File: config.mk
export PLATFORM = sky130hd
export DESIGN_NAME = txring_dma
export DESIGN_NICKNAME = d
export VERILOG_FILES = /design/src/rtl/txring_pkg.sv /design/src/rtl/txring_poll_timer.sv /design/src/rtl/txring_lane_pick.sv /design/src/rtl/txring_dma.sv
export SDC_FILE = /design/constraint.sdc
export NUM_CORES = 1
export LEC_CHECK = 0
export BUFFER_PORTS_ARGS = -buffer_cell sky130_fd_sc_hd__buf_2
export CAP_MARGIN = 20
export CORE_MARGIN = 1.5
export CORE_UTILIZATION = 50
export DETAILED_ROUTE_END_ITERATION = 8
export PLACE_DENSITY = 0.81
export SETUP_SLACK_MARGIN = 0.1
export SYNTH_ARGS = -nofsm -noshare
export SYNTH_HDL_FRONTEND = slang
export SYNTH_SLANG_ARGS = --single-unit
export TNS_END_PERCENT = 5
File: constraint.sdc
create_clock -name clk -period 2.33 [get_ports clk]
set_input_delay 0.233 -clock clk [delete_from_list [all_inputs] [get_ports clk]]
set_output_delay 0.233 -clock clk [all_outputs]
set_load 0.01 [all_outputs]
File: src/rtl/txring_pkg.sv
package txring_pkg;

   typedef enum logic [1:0] {
      CMD_NONE   = 2'b00,
      CMD_START  = 2'b01,
      CMD_STOP   = 2'b10,
      CMD_RESUME = 2'b11
   } txr_cmd_e;

   typedef enum logic [2:0] {
      ST_IDLE,
      ST_CTL,
      ST_NXT,
      ST_PTR,
      ST_WORD,
      ST_SEND,
      ST_DONE,
      ST_PARK
   } txr_state_e;

   // control word bit positions (the layout software writes)
   localparam int unsigned PARK_BIT = 31;
   localparam int unsigned EOP_BIT  = 30;
   localparam int unsigned SOP_BIT  = 29;
   // status word flag written on completion
   localparam int unsigned DONE_BIT = 31;

   // word offsets inside a 16-byte descriptor
   localparam logic [3:0] OFS_CTL  = 4'h0;
   localparam logic [3:0] OFS_NXT  = 4'h4;
   localparam logic [3:0] OFS_PTR  = 4'h8;
   localparam logic [3:0] OFS_STAT = 4'hC;

endpackage

File: src/rtl/txring_poll_timer.sv
module txring_poll_timer #(
   parameter int unsigned CNT_W = 8
) (
   input  logic             clk,
   input  logic             rst_n,
   input  logic             load,
   input  logic [CNT_W-1:0] load_val,
   output logic             expired
);

   logic [CNT_W-1:0] cnt_q;

   if (CNT_W < 1) begin : g_bad_width
      $error("txring_poll_timer: CNT_W must be at least 1");
   end

   always_ff @(posedge clk) begin
      if (!rst_n) begin
         cnt_q <= '0;
      end else if (load) begin
         cnt_q <= load_val;
      end else if (cnt_q != '0) begin
         cnt_q <= cnt_q - 1'b1;
      end
   end

   assign expired = (cnt_q == '0);

endmodule

File: src/rtl/txring_lane_pick.sv
module txring_lane_pick #(
   parameter int unsigned LANES     = 4,
   parameter bit          BIG_ORDER = 1'b0
) (
   input  logic [8*LANES-1:0]         word,
   input  logic [$clog2(LANES)-1:0]   lane,
   output logic [7:0]                 byte_o
);

   localparam int unsigned LANE_W = $clog2(LANES);

   if (LANES < 2 || (LANES & (LANES - 1)) != 0) begin : g_bad_lanes
      $error("txring_lane_pick: LANES must be a power of two, at least 2");
   end

   logic [7:0] lane_bytes [LANES];

   for (genvar g = 0; g < LANES; g++) begin : g_lane
      if (BIG_ORDER) begin : g_big
         assign lane_bytes[g] = word[8*(LANES-1-g) +: 8];
      end else begin : g_little
         assign lane_bytes[g] = word[8*g +: 8];
      end
   end

   assign byte_o = lane_bytes[lane[LANE_W-1:0]];

endmodule

File: src/rtl/txring_dma.sv
module txring_dma
   import txring_pkg::*;
#(
   parameter int unsigned ADDR_W    = 32,
   parameter int unsigned LEN_W     = 22,
   parameter int unsigned POLL_W    = 8,
   parameter bit          BIG_ORDER = 1'b0
) (
   input  logic              clk,
   input  logic              rst_n,
   input  logic              cmd_valid,
   input  logic [1:0]        cmd_op,
   input  logic [ADDR_W-1:0] cmd_addr,
   input  logic [POLL_W-1:0] poll_interval,
   output logic              mem_req,
   output logic              mem_we,
   output logic [ADDR_W-1:0] mem_addr,
   output logic [31:0]       mem_wdata,
   input  logic              mem_ready,
   input  logic [31:0]       mem_rdata,
   output logic              st_valid,
   output logic [7:0]        st_data,
   output logic              st_first,
   output logic              st_last,
   input  logic              st_ready,
   output logic              parked
);

   localparam int unsigned LANES  = 4;
   localparam int unsigned LANE_W = $clog2(LANES);
   localparam logic [31:0] DONE_WORD = 32'(1) << DONE_BIT;

   if (ADDR_W < 5 || ADDR_W > 32) begin : g_bad_addr
      $error("txring_dma: ADDR_W must lie in 5..32");
   end
   if (LEN_W < 1 || LEN_W > 22) begin : g_bad_len
      $error("txring_dma: LEN_W must lie in 1..22");
   end
   if (POLL_W < 1) begin : g_bad_poll
      $error("txring_dma: POLL_W must be at least 1");
   end

   txr_state_e        state_q, state_d;
   logic [ADDR_W-1:0] cur_q, nxt_q, dptr_q;
   logic [LEN_W-1:0]  remain_q;
   logic              sop_q, eop_q, first_q, stop_pend_q, parked_q;
   logic [31:0]       word_q;

   logic mem_phase, beat, take, tmr_load, tmr_expired;
   logic start_cmd, stop_cmd, resume_cmd, go_idle;

   assign start_cmd  = cmd_valid && (cmd_op == CMD_START);
   assign stop_cmd   = cmd_valid && (cmd_op == CMD_STOP);
   assign resume_cmd = cmd_valid && (cmd_op == CMD_RESUME);

   assign mem_phase = (state_q == ST_CTL) || (state_q == ST_NXT) || (state_q == ST_PTR) ||
                      (state_q == ST_WORD) || (state_q == ST_DONE);
   assign beat      = mem_phase && mem_ready;
   assign take      = (state_q == ST_SEND) && st_ready;
   assign tmr_load  = (state_q == ST_CTL) && beat && mem_rdata[PARK_BIT];

   // memory side
   assign mem_req   = mem_phase;
   assign mem_we    = (state_q == ST_DONE);
   assign mem_wdata = (state_q == ST_DONE) ? DONE_WORD : '0;

   always_comb begin
      unique case (state_q)
         ST_NXT:  mem_addr = cur_q | ADDR_W'(OFS_NXT);
         ST_PTR:  mem_addr = cur_q | ADDR_W'(OFS_PTR);
         ST_WORD: mem_addr = {dptr_q[ADDR_W-1:LANE_W], {LANE_W{1'b0}}};
         ST_DONE: mem_addr = cur_q | ADDR_W'(OFS_STAT);
         default: mem_addr = cur_q | ADDR_W'(OFS_CTL);
      endcase
   end

   // stream side
   txring_lane_pick #(.LANES(LANES), .BIG_ORDER(BIG_ORDER)) i_lane_pick (
      .word   (word_q),
      .lane   (dptr_q[LANE_W-1:0]),
      .byte_o (st_data)
   );

   assign st_valid = (state_q == ST_SEND);
   assign st_first = st_valid && sop_q && first_q;
   assign st_last  = st_valid && eop_q && (remain_q == LEN_W'(1));
   assign parked   = parked_q;

   txring_poll_timer #(.CNT_W(POLL_W)) i_poll_timer (
      .clk      (clk),
      .rst_n    (rst_n),
      .load     (tmr_load),
      .load_val (poll_interval),
      .expired  (tmr_expired)
   );

   // stop: immediate outside a bus beat, otherwise once the beat completes
   assign go_idle = mem_phase ? (beat && (stop_cmd || stop_pend_q)) : stop_cmd;

   always_comb begin
      state_d = state_q;
      unique case (state_q)
         ST_IDLE: if (start_cmd) state_d = ST_CTL;
         ST_CTL:  if (beat) state_d = mem_rdata[PARK_BIT] ? ST_PARK : ST_NXT;
         ST_NXT:  if (beat) state_d = ST_PTR;
         ST_PTR:  if (beat) state_d = (remain_q == '0) ? ST_DONE : ST_WORD;
         ST_WORD: if (beat) state_d = ST_SEND;
         ST_SEND: if (take) begin
            if (remain_q == LEN_W'(1))        state_d = ST_DONE;
            else if (&dptr_q[LANE_W-1:0])     state_d = ST_WORD;
         end
         ST_DONE: if (beat) state_d = ST_CTL;
         ST_PARK: if (resume_cmd || tmr_expired) state_d = ST_CTL;
         default: state_d = ST_IDLE;
      endcase
      if (go_idle) state_d = ST_IDLE;
   end

   always_ff @(posedge clk) begin
      if (!rst_n) begin
         state_q     <= ST_IDLE;
         cur_q       <= '0;
         nxt_q       <= '0;
         dptr_q      <= '0;
         remain_q    <= '0;
         sop_q       <= 1'b0;
         eop_q       <= 1'b0;
         first_q     <= 1'b0;
         word_q      <= '0;
         stop_pend_q <= 1'b0;
         parked_q    <= 1'b0;
      end else begin
         state_q <= state_d;
         if (state_q == ST_IDLE && start_cmd)
            cur_q <= {cmd_addr[ADDR_W-1:4], 4'b0000};
         if (state_q == ST_CTL && beat) begin
            parked_q <= mem_rdata[PARK_BIT];
            if (!mem_rdata[PARK_BIT]) begin
               sop_q    <= mem_rdata[SOP_BIT];
               eop_q    <= mem_rdata[EOP_BIT];
               remain_q <= mem_rdata[LEN_W-1:0];
            end
         end
         if (state_q == ST_NXT && beat)
            nxt_q <= {mem_rdata[ADDR_W-1:4], 4'b0000};
         if (state_q == ST_PTR && beat) begin
            dptr_q  <= mem_rdata[ADDR_W-1:0];
            first_q <= 1'b1;
         end
         if (state_q == ST_WORD && beat)
            word_q <= mem_rdata;
         if (take) begin
            dptr_q   <= dptr_q + 1'b1;
            remain_q <= remain_q - 1'b1;
            first_q  <= 1'b0;
         end
         if (state_q == ST_DONE && beat)
            cur_q <= nxt_q;
         if (state_d == ST_IDLE) begin
            stop_pend_q <= 1'b0;
            parked_q    <= 1'b0;
         end else if (stop_cmd && mem_phase) begin
            stop_pend_q <= 1'b1;
         end
      end
   end

   // ---------------- assertions ----------------
   assert_req_held_R10: assert property (@(posedge clk) disable iff (!rst_n)
      mem_req && !mem_ready |=> mem_req && $stable(mem_addr) && $stable(mem_we) && $stable(mem_wdata));

   assert_byte_held_R10: assert property (@(posedge clk) disable iff (!rst_n)
      st_valid && !st_ready && !stop_cmd |=> st_valid && $stable(st_data) && $stable(st_first) && $stable(st_last));

   assert_write_is_done_R6: assert property (@(posedge clk) disable iff (!rst_n)
      mem_req && mem_we |-> (mem_addr[3:0] == OFS_STAT) && (mem_wdata == DONE_WORD));

   assert_park_silent_R7: assert property (@(posedge clk) disable iff (!rst_n)
      parked |-> !st_valid && !(mem_req && mem_we));

   assert_resume_fetch_R8: assert property (@(posedge clk) disable iff (!rst_n)
      parked && resume_cmd && !mem_req |=> mem_req && !mem_we);

   assert_stop_quiet_R9: assert property (@(posedge clk) disable iff (!rst_n)
      stop_cmd && !mem_req |=> !mem_req && !st_valid);

   assert_flags_valid_R5: assert property (@(posedge clk) disable iff (!rst_n)
      (st_first || st_last) |-> st_valid);

endmodule

==> results.txt, run 1 <==
Outcome - complete, no violations
Clk sinks - 158
Die Area - 16820 sq um
Rel. slew slack - 50.57%
Post-route ant nets - 0
Pre-antenna DRT Iters - 5
Max Slew Vio Count - 0
Crit end category - primary output
Post-Synth XOR/XNOR Area - 0.7641%
Initial antenna violation count - 0
DP Wirelength - 16.25 mm
Total gr overflow - 0
H-tree depth - 4
Share of cells above drive strength 1 - 23.04%
Final GP Congestion - 0.9391
Nets@finish - 1206
Diodes inserted - 0
Clock latency on the worst-skew pair - 440 ps
GRT Total Usage - 28.99%
Register area share after synthesis - 39.42%
Clock skew - 7.133 ps
Fin util - 61.48%
Syn. warnings - 0
Via-to-Cell Ratio - 5.933
DRT iter0 DRCs - 774
Vert. Die Dim - 129.7 microns
Area of the mapped netlist - 8024 sq um
Vias in the first global route - 7183
First-pass GRT wire length - 37.33 mm
Capturing point of the worst reg2reg path - stop_pend_q$_SDFFE_PP0P_
Lkg Pwr - 0.003735 uW
Vias - 8004
RSZ-0062 raised after global routing - true
Max Fanout on Critical Path - 12
Starting Density - 50.88%
Top post-synthesis cells by area - dfxtp_1 (39%), nand2_1 (8.7%), a21oi_1 (7.8%), nor2_1 (4.1%), mux2_2 (3.9%)
Area share of the largest cell type after synthesis - 39.42%
Largest family of logic cells by synthesized area - simple AND/OR/NAND/NOR gates
Hold Path Stages - 3
DIE WIDTH - 129.7 microns
Synth Area in Adders - 0.9356%
Synth Flop Type - dfxtp_1
Reg2Reg Setup Slack - 120 ps
Clock root buffer master - clkbuf_16
Setup tns final - 0 ps
Cell taking the most area after synthesis - dfxtp_1
CP Launch Type - register
Clock-pin slew on the worst setup and hold paths - 60 ps
Post-synthesis mux area share - 9.886%
Cell row count - 46
Pwr dens - 662.7 nW/um^2
Final min period - 2253 ps
Register bit total from synthesis - 158
DRC - 0
Final worst path period share - 96.69%
Fmax - 443.9 MHz
R2R cell count - 6
EDFF count, synth - 0
Port Buffer Count - 119
Async set-or-reset flop fraction in the synthesized netlist - 0%
Area Overhead vs Synth - 20.83%
Setup-failing EPs final - 0
Core Area - 15770 sq um
CTS tree - done
Hold EP - i_poll_timer.cnt_q[0]$_SDFFE_PN0P_
Synth Area in Compound Gates - 20.07%
Maxcap violations - 0
Final number of hold-violating endpoints - 0
WS Path Type - register to primary output
Path type of the worst min-delay path - primary input to register
Worst Min Path Start - poll_interval[0]
VDD IR max - 0.5387 mV
Worst-margin pin slew - 738.8 ps
Synth cell types - 61
Largest net degree at the start of global routing - 49
Ports - 157
Wirelength, routed - 24.52 mm
Syn avg cell area - 8.040 sq um
Cts hold-fix bufs - 0
Mapped Cells - 998
WP data required - 2100 ps
Post-synthesis simple-gate area fraction - 21.85%
Wire per inst - 18.18 microns
CP Data Arrival Time - 2020 ps
RR Startpoint - remain_q[13]$_SDFFE_PN0P_
CTS buffer count - 17
Maximum root-to-sink buffer count - 2
[logic make-up after synthesis]
logic type | Yosys count
and+or+nand+nor | 388
xor gates and xnor gates | 7
adders and majority gates | 6
other | 1
muxes | 65
AOI/OAI and AO/OA | 260
buffers and inverters | 113
DFF | 158
[critical path, cell delays in order, from the launching register on]
cell and delay [ps]:
dfxtp_2 320, buf_6 130, nand2b_4 160, nor2_4 100, buf_4 130, buf_12 120
clkbuf_16 160, mux2_2 320, buf_2 140
[flip-flops by register name (all words and copies together), names as in the netlist]
signal              cells
dptr_q                 32
word_q                 32
cur_q                  28
nxt_q                  28
remain_q               22
i_poll_timer.cnt_q      8
state_q                 3
eop_q                   1
first_q                 1
parked                  1
sop_q                   1
stop_pend_q             1
[per-layer routing]
metal	part of all wire, %	vias to the layer above	track usage (%)
met4	5.4	0	17.84
met2	44	457	44.23
met3	9.9	91	7.267
li1	-	3760	-
met5	0	-	0
met1	41	3696	36.90
[worst max-delay path by stage]
stage	to	startpoint	cells after the start	slack, ps
after CTS	mem_addr[29]	state_q[0]$_SDFF_PN0_	8	70
final	mem_addr[13]	state_q[0]$_SDFF_PN0_	8	80
after detailed placement	parked$_SDFFE_PP0P_	remain_q[13]$_SDFFE_PN0P_	6	150
after global routing	remain_q[1]$_SDFFE_PN0P_	state_q[2]$_SDFF_PN0_	8	20
after floorplan	parked$_SDFFE_PP0P_	remain_q[12]$_SDFFE_PN0P_	7	160
after global placement	parked$_SDFFE_PP0P_	remain_q[13]$_SDFFE_PN0P_	6	170
[power by group]
group | switching, uW | total (uW) | leakage (uW) | internal [uW]
clock | 1130 | 2710 | 0.000281 | 1580
combinational | 481 | 852 | 0.00218 | 371
sequential | 76.9 | 2860 | 0.00128 | 2790
total | 1690 | 6420 | 0.00373 | 4740
[placed cells by master, fill, tap and decap left out, drive strengths merged, types with 19 or more instances in the layout]
cell type and n:
nor2 87, a211oi 34, o21ai 35, dfxtp 158, mux2 34, nor3 29, clkbuf 19, a21oi 125
nand3 21, nand2 185, conb 33, buf 171, mux2i 23
[final cells by class]
class,count,area (sq um)
clock buffers,18,439.2
clock inverters,13,123.9
fillers,1361,6075
inverters,13,51.30
multi-input cells,759,4478
flip-flops and latches,158,3167
well taps,216,270.3
repair buffers,172,1166
[through the flow]
| stage | total power, uW | std cells | instance area (sq um) | setup slack, ps | hold WS (ps) |
|---|---|---|---|---|---|
| floorplan | 3490 | 1030 | 8144 | 160.8 | 369.0 |
| global placement | 3732 | 1306 | 8910 | 174.7 | 439.1 |
| detailed placement | 3749 | 1306 | 8910 | 148.3 | 446.7 |
| CTS | 6414 | 1344 | 9623 | 65.39 | 31.81 |
| global route | 6632 | 1349 | 9696 | 17.82 | 49.56 |
| finish | 6425 | 1349 | 9696 | 77.06 | 41.52 |
[Yosys cell counts (4+ instances only)]
cell and n:
nor4_1 11, nand3_1 21, buf_4 35, mux4_2 8
mux2_2 28, a311oi_1 5, and3_1 7, a221oi_1 5
mux2_1 6, nor2_1 87, a21oi_1 125, a32oi_1 6
dfxtp_1 158, nand2b_1 7, a22oi_1 13, o21ai_0 32
o211ai_1 8, o311ai_0 4, nand4_1 11, inv_1 13
and2_1 6, ha_1 6, xor2_1 4, clkbuf_1 62
nor3_1 29, a31oi_1 11, a211oi_1 34, mux2i_1 23
nand2_1 185
[timing repair]
| item | in CTS | in global routing |
|---|---|---|
| pin swaps | 1 | 1 |
| endpoints found under the setup margin | 29 | 28 |
| resized for setup | 13 | 4 |
| buffers inserted | 5 | 4 |
| endpoints found under the hold margin | 0 | 0 |
| cloned | 2 | 1 |
Power figures use the tool's default switching activity.
==> inputs of run 2 (changes only) <==
- CORE_UTILIZATION: 50 -> 40
- PLACE_DENSITY: 0.81 -> 0.68
==> results.txt, run 2 (synthesis gave the netlist of run 1 again) <==
Maxcap violations - 0
WS Path Type - register to primary output
Outcome - complete, no violations
DRT iter0 DRCs - 766
Area Overhead vs Synth - 21.50%
Most frequent cells in the layout - nand2_1 (185), dfxtp_1 (155), a21oi_1 (125)
Commonest non-fill, non-tap cell in the layout - nand2_1
Final number of hold-violating endpoints - 0
RR Startpoint - remain_q[13]$_SDFFE_PN0P_
Max Slew Vio Count - 0
Ports - 157
CTS buffer count - 17
Maximum root-to-sink buffer count - 2
DIE WIDTH - 144.6 microns
Vias - 7883
Final worst path period share - 96.98%
Total gr overflow - 0
Reg2Reg Setup Slack - 90 ps
Capturing point of the worst reg2reg path - parked$_SDFFE_PP0P_
Final min period - 2260 ps
Cell row count - 51
WP data required - 2100 ps
Placed cell area - 8976 sq um
Worst Min Path Start - poll_interval[0]
Clock-pin slew on the worst setup and hold paths - 70 ps
Final GP Congestion - 0.8990
First-pass GRT wire length - 38.63 mm
Rel. slew slack - 56.30%
Clock root buffer master - clkbuf_16
Largest net degree at the start of global routing - 50
Crit path from - state_q[0]$_SDFF_PN0_
Max Fanout on Critical Path - 11
Clock latency on the worst-skew pair - 430 ps
Clock skew - 9.390 ps
CTS tree - done
Setup tns final - 0 ps
Vias in the first global route - 6967
Pwr dens - 674.3 nW/um^2
Worst-margin pin slew - 655.6 ps
Path type of the worst min-delay path - primary input to register
Lkg Pwr - 0.003739 uW
H-tree depth - 4
Crit end category - primary output
RSZ-0062 raised after global routing - true
Fin area - 9749 sq um
Initial antenna violation count - 0
Port Buffer Count - 119
Starting Density - 40.96%
Core Area - 19590 sq um
VDD IR max - 0.4292 mV
Post-route ant nets - 0
Wirelength, routed - 25.42 mm
DRC - 0
Clk sinks - 158
Fillers - 1931
Fmax - 442.6 MHz
CP Data Arrival Time - 2030 ps
GRT Total Usage - 24.18%
Die Area - 20920 sq um
R2R cell count - 6
Wire per inst - 18.17 microns
Pre-antenna DRT Iters - 6
Biggest regs - dptr_q x32, word_q x32
Cts hold-fix bufs - 0
Vert. Die Dim - 144.6 microns
DP Wirelength - 17.26 mm
Worst setup path endpoint - mem_addr[7]
Nets@finish - 1206
Share of cells above drive strength 1 - 23.02%
Diodes inserted - 0
Via-to-Cell Ratio - 5.635
CP Launch Type - register
Setup-failing EPs final - 0
Hold Path Stages - 3
-- run 2: cell types whose count changed in the layout (fill, tap and decap cells not counted), sizes merged --
| cell | change |
|---|---|
| clkinvlp | -2 |
| bufinv | -1 |
| inv | +9 |
| clkinv | -4 |
| clkbuf | -1 |
-- run 2: repair_timing --
action | CTS | global route
pin swaps | 1 | 2
resized for setup | 11 | 2
gates cloned | 2 | 1
setup endpoints to repair | 32 | 38
buffers inserted | 3 | 2
-- run 2: layout make-up --
type | instances | area [sq um] | share of cell area, %
inverters | 13 | 51.30 | 0.5262
multi-input cells | 759 | 4477 | 45.92
clock buffers | 17 | 425.4 | 4.363
clock inverters | 15 | 171.4 | 1.758
repair buffers | 172 | 1126 | 11.55
flip-flops and latches | 158 | 3167 | 32.48
well taps | 265 | 331.6 | 3.401
-- run 2: worst max-delay path, cell delays in order (launching register included) --
cell and delay [ps]:
dfxtp_2 350, buf_4 170, nand2b_4 170, nor2_4 110
buf_12 150, buf_12 150, mux2_2 360, buf_2 140
-- run 2: report_power, final --
group | switching [uW] | leakage, uW | internal, uW
Combinational | 482 | 0.00216 | 368
Sequential | 78.4 | 0.00128 | 2780
Clock | 1320 | 0.000297 | 1540
-- run 2: layer usage --
layer  global-route usage (%)  wire (microns)  up-vias
li1                         -               -     3751
met1                    33.35           11270     3713
met2                    37.32           11410      372
met3                    4.801            2009       47
met4                    8.985             726        0
met5                        0               0        -
-- run 2: worst min path at each step --
stage	end	slack, ps
floorplan	sop_q$_SDFFE_PN0P_	370
global placement	word_q[31]$_SDFFE_PN0P_	440
detailed placement	nxt_q[15]$_SDFFE_PN0P_	450
CTS	i_poll_timer.cnt_q[0]$_SDFFE_PN0P_	50
global route	nxt_q[28]$_SDFFE_PN0P_	50
finish	i_poll_timer.cnt_q[0]$_SDFFE_PN0P_	60
-- run 2: through the flow --
step | std cells | util (%) | power (uW) | worst slack, ps | hold slack (ps)
CTS | 1396 | 49.50 | 6597 | 56.73 | 47.10
detailed placement | 1359 | 45.82 | 3752 | 89.54 | 447.1
global placement | 1359 | 45.82 | 3737 | 134.4 | 439.0
floorplan | 1030 | - | 3490 | 160.8 | 369.0
finish | 1399 | 49.77 | 6574 | 70.45 | 63.09
global route | 1399 | 49.77 | 6839 | 9.459 | 53.79
==> inputs of run 3 (changes only) <==
- CTS_BUF_LIST: unset -> sky130_fd_sc_hd__clkbuf_2
==> results.txt, run 3 (synthesis gave the netlist of run 1 again) <==
Outcome - finished, violations left
Violated checks - setup timing
Final number of hold-violating endpoints - 0
Worst-margin pin slew - 647.8 ps
CTS tree - done
Vert. Die Dim - 144.6 microns
Final worst path period share - 110.1%
Commonest non-fill, non-tap cell in the layout - nand2_1
Placed cell area - 8976 sq um
DP Wirelength - 17.26 mm
Clk sinks - 158
CP Launch Type - register
Pwr dens - 517.0 nW/um^2
GR Util met1 - 34.31%
First-pass GRT wire length - 41.46 mm
Max Slew Vio Count - 0
CP Data Arrival Time - 2330 ps
GRT met2 Usage - 41.32%
Total gr overflow - 0
Clock root buffer master - clkbuf_2
Cell row count - 51
Worst Path Buf+Inv - 5
Area Overhead vs Synth - 33.40%
Nets@finish - 1289
Clock latency on the worst-skew pair - 770 ps
Biggest regs - dptr_q x32, word_q x32
Starting Density - 40.96%
WP data required - 2100 ps
Core Area - 19590 sq um
CP max stage delay - 390 ps
Fin worst setup slack - -236.1 ps
Largest delay contributor family on the critical path - buffers and inverters
VDD IR max - 0.3263 mV
Cell chain of the critical path - buf_6 -> nand2b_4 -> nor2_4 -> buf_12 -> buf_12 -> buf_16 -> mux2_4 -> buf_6
DIE WIDTH - 144.6 microns
Rel. slew slack - 56.65%
CTS buffer count - 17
Port Buffer Count - 119
Final GP Congestion - 0.8990
Clock skew - 44.91 ps
Maximum root-to-sink buffer count - 2
Vias in the first global route - 7610
Maxcap violations - 0
Max Fanout on Critical Path - 7
Largest net degree at the start of global routing - 50
Via-to-Cell Ratio - 5.523
Vias - 8190
Crit end category - primary output
Setup-failing EPs final - 31
Share of cells above drive strength 1 - 23.99%
Met3 layer usage reported by global route - 5.497%
H-tree depth - 4
Most frequent cells in the layout - nand2_1 (184), dfxtp_1 (148), a21oi_1 (124)
Post-route ant nets - 0
Clock-pin slew on the worst setup and hold paths - 290 ps
Die Area - 20920 sq um
Lkg Pwr - 0.004033 uW
Layer with the highest usage - met2
GRT Total Usage - 25.80%
DRC - 0
Pre-antenna DRT Iters - 8
Initial antenna violation count - 1
Wirelength, routed - 27.12 mm
WS Path Type - register to primary output
Fin area - 10700 sq um
Ports - 157
Slowest-stage cell, CP - dfxtp_2
DRT iter0 DRCs - 770
Wire per inst - 18.29 microns
Fmax - 389.7 MHz
RSZ-0062 raised after global routing - true
Final min period - 2566 ps
Pre-CTS setup slack - 89.54 ps
Path type of the worst min-delay path - primary input to register
run 3: cell count changes in the layout (fill, tap and decap cells not counted), moves of 4 or more:
cell / previous run / this run
mux2_4: 1 / 28
dfxtp_1: 155 / 148
dfxtp_2: 3 / 8
buf_6: 0 / 42
mux2_2: 27 / 0
dlygate4sd3_1: 0 / 75
nor4_1: 9 / 5
clkbuf_16: 18 / 0
buf_2: 119 / 82
clkbuf_2: 0 / 17
nor4_2: 2 / 6
run 3: stage by stage:
stage	util, %	cells	TNS (ps)	power [uW]	hold slack (ps)
2_1_floorplan	-	1030	0	3490	369.0
3_3_place_gp	45.82	1359	0	3737	439.0
3_5_place_dp	45.82	1359	0	3752	447.1
4_1_cts	54.29	1480	-7021	5509	182.0
5_1_grt	54.64	1483	-8800	5783	171.3
6_report	54.64	1483	-5764	5534	249.2
run 3: final timing paths:
path	start	end	slack (ps)	depth (start not counted)
setup reg to reg	state_q[2]$_SDFF_PN0_	remain_q[14]$_SDFFE_PN0P_	-40	7
hold reg to reg	word_q[30]$_SDFFE_PN0P_	word_q[30]$_SDFFE_PN0P_	470	2
setup / recovery	state_q[0]$_SDFF_PN0_	mem_addr[24]	-240	8
hold / removal	mem_rdata[28]	nxt_q[28]$_SDFFE_PN0P_	250	4
run 3: area by class of cell:
| cell class | count | area, sq um |
|---|---|---|
| Multi-Input combinational cell | 759 | 4649 |
| Fill cell | 1815 | 8886 |
| Clock buffer | 17 | 85.08 |
| Clock inverter | 15 | 171.4 |
| Antenna cell | 1 | 2.502 |
| Timing Repair Buffer | 255 | 2227 |
| Sequential cell | 158 | 3181 |
| Tap cell | 265 | 331.6 |
| Inverter | 13 | 56.30 |
run 3: power breakdown:
part           internal [uW]  switching, uW  leakage, uW  total [uW]
logic                    487            531      0.00259        1020
registers               2800           84.3      0.00128        2880
clock network            458           1180     0.000158        1640
total                   3740           1790      0.00403        5530
run 3: worst register-to-register path, delay by kind of cell, from the launching register on:
kind                   cells  cell delay [ps]
buffers and inverters      2              190
AND/OR/NAND/NOR            4             1520
flip-flops                 1              430
AO/OA/AOI/OAI              1              180
run 3: routing by layer:
layer	vias up	share of wire, %
li1	3918	-
met4	0	2.9
met2	391	46
met5	-	0
met1	3833	43
met3	48	8.2
run 3: repair_timing:
action                     in CTS  in global routing
pin swaps                       8                 10
setup endpoints to repair      44                 54
setup buffers                  11                  2
resized for setup             103                 13
hold endpoints to repair      157                  0
hold buffers                   75                  0
gates cloned                    3                  0
